`src/rtl/xmc_pkg.sv`:
```
package xmc_pkg;
  typedef enum logic [1:0] {
    MODE_SLEEP   = 2'd0,
    MODE_STANDBY = 2'd1,
    MODE_NORMAL  = 2'd2
  } mode_e;
endpackage

```
`src/rtl/xmc_run_filter.sv`:
```
module xmc_run_filter #(
  parameter int EN_FILT  = 8,
  parameter int DIS_FILT = 12
) (
  input  logic clk,
  input  logic rst_n,
  input  logic en_i,
  output logic hi_ok_o,
  output logic lo_ok_o
);
  localparam int MAXC = (EN_FILT > DIS_FILT) ? EN_FILT : DIS_FILT;
  localparam int CW   = $clog2(MAXC + 1);
  localparam logic [CW-1:0] MAX_V = CW'(MAXC);
  localparam logic [CW-1:0] EN_V  = CW'(EN_FILT);
  localparam logic [CW-1:0] DIS_V = CW'(DIS_FILT);

  logic          en_q;
  logic [CW-1:0] cnt_q;
  logic [CW-1:0] run;

  // length of the current run of equal samples, including this edge
  always_comb begin
    if (en_i == en_q) run = (cnt_q == MAX_V) ? cnt_q : cnt_q + 1'b1;
    else              run = CW'(1);
  end

  assign hi_ok_o = en_i  && (run >= EN_V);
  assign lo_ok_o = !en_i && (run >= DIS_V);

  always_ff @(posedge clk or negedge rst_n) begin
    if (!rst_n) begin
      en_q  <= 1'b0;
      cnt_q <= '0;
    end else begin
      en_q  <= en_i;
      cnt_q <= run;
    end
  end

  AST_RESTART_ON_CHANGE: assert property (@(posedge clk) disable iff (!rst_n)
    (en_i != en_q && EN_FILT > 1 && DIS_FILT > 1) |-> (!hi_ok_o && !lo_ok_o));
endmodule

```
`src/rtl/xmc_mode_fsm.sv`:
```
module xmc_mode_fsm
  import xmc_pkg::*;
(
  input  logic  clk,
  input  logic  rst_n,
  input  logic  en_i,
  input  logic  wake_i,
  input  logic  hi_ok_i,
  input  logic  lo_ok_i,
  output mode_e mode_o
);
  mode_e mode_q, mode_d;

  always_comb begin
    mode_d = mode_q;
    unique case (mode_q)
      MODE_SLEEP: begin
        if (hi_ok_i)     mode_d = MODE_NORMAL;
        else if (wake_i) mode_d = MODE_STANDBY;
      end
      MODE_STANDBY: begin
        if (hi_ok_i) mode_d = MODE_NORMAL;
      end
      MODE_NORMAL: begin
        if (!en_i && wake_i) mode_d = MODE_STANDBY;
        else if (lo_ok_i)    mode_d = MODE_SLEEP;
      end
      default: mode_d = MODE_STANDBY;
    endcase
  end

  always_ff @(posedge clk or negedge rst_n) begin
    if (!rst_n) mode_q <= MODE_STANDBY;
    else        mode_q <= mode_d;
  end

  assign mode_o = mode_q;

  AST_NO_STANDBY_TO_SLEEP: assert property (@(posedge clk) disable iff (!rst_n)
    (mode_q == MODE_STANDBY) |=> (mode_q != MODE_SLEEP));
  AST_NORMAL_NEEDS_EN: assert property (@(posedge clk) disable iff (!rst_n)
    (mode_q != MODE_NORMAL && !en_i) |=> (mode_q != MODE_NORMAL));
  AST_WAKE_IN_WINDOW: assert property (@(posedge clk) disable iff (!rst_n)
    (mode_q == MODE_NORMAL && !en_i && wake_i) |=> (mode_q == MODE_STANDBY));
  AST_WAKE_FROM_SLEEP: assert property (@(posedge clk) disable iff (!rst_n)
    (mode_q == MODE_SLEEP && !en_i && wake_i) |=> (mode_q == MODE_STANDBY));
  AST_NORMAL_HOLDS: assert property (@(posedge clk) disable iff (!rst_n)
    (mode_q == MODE_NORMAL && en_i) |=> (mode_q == MODE_NORMAL));
endmodule

```
`src/rtl/xmc_pin_map.sv`:
```
module xmc_pin_map
  import xmc_pkg::*;
(
  input  mode_e mode_i,
  input  logic  en_i,
  output logic  inh_en_o,
  output logic  txd_pd_strong_o,
  output logic  rxd_hiz_o,
  output logic  wake_det_en_o
);
  always_comb begin
    inh_en_o        = 1'b1;
    txd_pd_strong_o = 1'b0;
    rxd_hiz_o       = 1'b0;
    wake_det_en_o   = 1'b0;
    unique case (mode_i)
      MODE_SLEEP: begin
        inh_en_o      = 1'b0;
        rxd_hiz_o     = 1'b1;
        wake_det_en_o = 1'b1;
      end
      MODE_STANDBY: begin
        // pins move ahead of the enable filter when the host raises en
        txd_pd_strong_o = !en_i;
        rxd_hiz_o       = en_i;
      end
      MODE_NORMAL: begin
        wake_det_en_o = !en_i;
      end
      default: ;
    endcase
  end
endmodule

```
`src/rtl/xcvr_mode_ctrl.sv`:
```
module xcvr_mode_ctrl #(
  parameter int EN_FILT  = 8,
  parameter int DIS_FILT = 12
) (
  input  logic       clk,
  input  logic       rst_n,
  input  logic       en_i,
  input  logic       wake_i,
  output logic [1:0] mode_o,
  output logic       inh_en_o,
  output logic       txd_pd_strong_o,
  output logic       rxd_hiz_o,
  output logic       wake_det_en_o
);
  import xmc_pkg::*;

  logic  hi_ok, lo_ok;
  mode_e mode;

  xmc_run_filter #(.EN_FILT(EN_FILT), .DIS_FILT(DIS_FILT)) u_filt (
    .clk(clk), .rst_n(rst_n), .en_i(en_i), .hi_ok_o(hi_ok), .lo_ok_o(lo_ok)
  );

  xmc_mode_fsm u_fsm (
    .clk(clk), .rst_n(rst_n), .en_i(en_i), .wake_i(wake_i),
    .hi_ok_i(hi_ok), .lo_ok_i(lo_ok), .mode_o(mode)
  );

  xmc_pin_map u_pins (
    .mode_i(mode), .en_i(en_i), .inh_en_o(inh_en_o),
    .txd_pd_strong_o(txd_pd_strong_o), .rxd_hiz_o(rxd_hiz_o),
    .wake_det_en_o(wake_det_en_o)
  );

  assign mode_o = mode;

  AST_SLEEP_INH_OFF: assert property (@(posedge clk) disable iff (!rst_n)
    (mode_o == 2'd0) |-> (!inh_en_o && !txd_pd_strong_o));
  AST_DET_WINDOW: assert property (@(posedge clk) disable iff (!rst_n)
    (mode_o == 2'd1) |-> !wake_det_en_o);
endmodule

```
`config.mk`:
```
export PLATFORM = sky130hd
export DESIGN_NAME = xcvr_mode_ctrl
export DESIGN_NICKNAME = d
export VERILOG_FILES = /design/src/rtl/xmc_pkg.sv /design/src/rtl/xmc_run_filter.sv /design/src/rtl/xmc_mode_fsm.sv /design/src/rtl/xmc_pin_map.sv /design/src/rtl/xcvr_mode_ctrl.sv
export SDC_FILE = /design/constraint.sdc
export NUM_CORES = 1
export LEC_CHECK = 0
export BUFFER_PORTS_ARGS = -buffer_cell sky130_fd_sc_hd__buf_4
export CAP_MARGIN = 20
export CORE_AREA = 2 2 39 41
export CTS_CLUSTER_DIAMETER = 80
export DETAILED_ROUTE_END_ITERATION = 8
export DIE_AREA = 0 0 41 43
export GPL_TIMING_DRIVEN = 0
export SLEW_MARGIN = 20
export SYNTH_ARGS = -nofsm -noshare
export SYNTH_HDL_FRONTEND = slang
export SYNTH_SLANG_ARGS = --single-unit
```
`constraint.sdc`:
```
create_clock -name clk -period 2.1 [get_ports clk]
set_input_delay 0.21 -clock clk [delete_from_list [all_inputs] [get_ports clk]]
set_output_delay 0.21 -clock clk [all_outputs]
set_load 0.005 [all_outputs]
```
==> flow_summary_export.csv <==
group,metric,value,unit
run_status,status,"complete, no violations",
pwr,leakagePower,0.238,nW
placed_design,io_buffers,9,
critical_path,cp_max_fo,4,
sta,period_share,70.0,%
clock_tree,clock_latency,250,ps
floorplan,core,1380,µm²
critical_path,required,2230,ps
logic_synthesis,syn_avg_cell_area,10.0,µm²
pwr,ir_worst_vdd,245,µV
global_routing,grt_pass1_wl,1080,µm
clock_tree,path_clk_slew,50,ps
sta,worst_pin_slew,262,ps
global_routing,antenna_found_initial,0,
drt,via_count,292,
placed_design,dp_hpwl,470,µm
critical_path,r2r_end,"u_fsm.mode_o[1]$_DFFE_PN0P_",
drt,wl_per_cell,8.64,µm
cells_and_area,utilization,37.3,%
clock_tree,cts_tree,"done",
global_routing,grt_max_degree,9,
logic_synthesis,ys_warn_count,0,
cells_and_area,n_antenna_cell,0,
floorplan,start_util,28.3,%
placed_design,placed_area,479,µm²
critical_path,worstSetupEndpointType,"register",
clock_tree,cts_resized,0,
logic_synthesis,ys_ff_latch,7,
global_routing,grt_use_total,9.26,%
cells_and_area,layout_common_cells,"buf_4, dfrtp_1, nor2_1",
cells_and_area,syn_to_final_growth,31.6,%
sta,period_needed,1470,ps
cells_and_area,regArea,176,µm²
drt,first_iter_violations,0,
worst_hold_path,holdPathEnd,"u_filt.en_q$_DFF_PN0_",
floorplan,ios,10,
logic_synthesis,syn-instance-count,39,
sta,max_freq,680,MHz
placed_design,dp_slack,642,ps
floorplan,die_h,43,µm
clock_tree,clkSinkCount,7,
critical_path,r2r_cells,6,
floorplan,die_x,41,µm
critical_path,r2r-start,"u_filt.cnt_q[0]$_DFF_PN0_",
pwr,power_density,732,nW/µm²
clock_tree,htree_levels,1,
clock_tree,post-cts-setup-buffers,0,
cells_and_area,drive_gt1_share,34.0,%
cells_and_area,final_area,515,µm²
drt,viasPerCell,4.23,
cells_and_area,layout_commonest_cell,"buf_4",
drt,dr.pass1.iters,1,
logic_synthesis,synth_fp_nets,45,
placed_design,place_congestion,0.701,
sta,clock-skew-final,3.02,ps
cells_and_area,fin_nets,60,
clock_tree,clk_path_buf_depth,2,
worst_hold_path,hold_path_depth,1,
sta,rsz0062_at_grt,"false",
floorplan,die_area,1760,µm²
floorplan,rows,14,
sta,setup-tns-final,0,ps
drt,wirelength,596,µm
sta,relSlewSlack,82.2,%
logic_synthesis,synth_cell_types,24,
critical_path,worstSetupPathType,"register to register",
global_routing,grt_overflow_total,0,
global_routing,grt_pass1_vias,264,
critical_path,cp.arrival,1600,ps
drt,drc,0,
worst_hold_path,hold_path_class,"input port to register",
logic_synthesis,netlist_area,392,µm²
run,maxCapViolCount,0,
sta,layout_setup_ws,630,ps
logic_synthesis,yosysSeqAreaShare,45.0,%
sta,setup_viol,0,
critical_path,start_kind,"register",
sta,hold_violations,0,
clock_tree,numCtsBuffers,3,
cells_and_area,fill_cells,147,
sta,maxSlewViolCount,0,
critical_path,r2r_slack,630,ps
cells_and_area,multiInputGateArea,199,µm²
clock_tree,root_buffer,"clkbuf_4",
worst_hold_path,worstHoldStart,"en_i",
drt,ant_nets,0,
-- synthesized netlist by cell type --
cell | instances | share of area, %
dfrtp_1 | 6 | 38
nor2_1 | 5 | 4.8
inv_1 | 3 | 2.9
a21oi_1 | 2 | 2.6
ha_1 | 2 | 6.4
nand2_1 | 2 | 1.9
xnor2_1 | 2 | 4.5
a21boi_0 | 1 | 1.9
a21o_1 | 1 | 1.9
and2_1 | 1 | 1.6
buf_2 | 1 | 1.3
dfstp_2 | 1 | 6.7
mux2i_2 | 1 | 3.5
nand2b_1 | 1 | 1.6
nand3_1 | 1 | 1.3
nand3_2 | 1 | 2.6
nand3b_1 | 1 | 1.9
nor3_1 | 1 | 1.3
nor3b_1 | 1 | 1.9
o21bai_1 | 1 | 1.9
o31ai_2 | 1 | 3.2
or2_2 | 1 | 1.6
or3b_1 | 1 | 2.2
xor2_1 | 1 | 2.2
-- worst max-delay path: stages, from the launching register on --
cell,delay [ps]
dfrtp_1,410
inv_1,60
ha_1,210
nand2b_1,150
mux2i_2,240
o31ai_2,110
o21bai_1,160
-- area by class of cell --
cell class / count / area share (%)
Buffer: 1 / 0.971
Clock buffer: 4 / 5.10
Inverter: 3 / 2.18
Multi-Input combinational cell: 28 / 38.6
Sequential cell: 7 / 34.2
Tap cell: 16 / 3.88
Timing Repair Buffer: 10 / 15.0
-- state kept, by name, indices dropped and copies added (netlist names) --
name	count
u_filt.cnt_q	4
u_fsm.mode_o	2
u_filt.en_q	1
-- repair_timing --
item,4_1_cts,5_1_grt
hold buffers,1,0
hold endpoints to repair,7,0
setup endpoints to repair,0,0
-- kinds of logic after synthesis --
group,count (synthesis),synth area share (%)
AO/OA/AOI/OAI,6,11.5
adder cells (fa/ha/maj),2,6.39
multiplexers,1,3.51
buffers and inverters,4,4.15
XOR/XNOR,3,6.71
flip-flops,7,45.0
AND/OR/NAND/NOR,16,22.7
-- worst max-delay path by stage --
stage	startpoint	to	slack, ps
2_1_floorplan	u_filt.cnt_q[0]$_DFF_PN0_	u_fsm.mode_o[1]$_DFFE_PN0P_	750
3_3_place_gp	u_filt.cnt_q[0]$_DFF_PN0_	u_fsm.mode_o[1]$_DFFE_PN0P_	650
3_5_place_dp	u_filt.cnt_q[0]$_DFF_PN0_	u_fsm.mode_o[1]$_DFFE_PN0P_	640
4_1_cts	u_filt.cnt_q[0]$_DFF_PN0_	u_fsm.mode_o[1]$_DFFE_PN0P_	620
5_1_grt	u_filt.cnt_q[0]$_DFF_PN0_	u_fsm.mode_o[1]$_DFFE_PN0P_	540
6_report	u_filt.cnt_q[0]$_DFF_PN0_	u_fsm.mode_o[1]$_DFFE_PN0P_	630
-- through the flow --
step           total power [mW]  std cells  hold slack [ps]
5_1_grt                   0.408         69             62.6
3_3_place_gp              0.261         64             25.6
2_1_floorplan             0.227         39            -85.6
6_report                  0.377         69             77.3
4_1_cts                   0.387         69             68.5
3_5_place_dp              0.262         64             26.0
-- report_power, final --
part | switching [mW] | internal, mW | total (mW)
registers | 0.0199 | 0.153 | 0.173
logic | 0.0378 | 0.0490 | 0.0868
clock network | 0.0454 | 0.0722 | 0.118
-- routing by layer --
metal | GRT usage [%] | share of wire [%]
met1 | 14.1 | 52
met3 | 3.14 | 3.5
met5 | 0 | 0
met4 | 6.00 | 2.5
met2 | 10.6 | 42
Note: power is estimated with default switching activity, not from simulation.
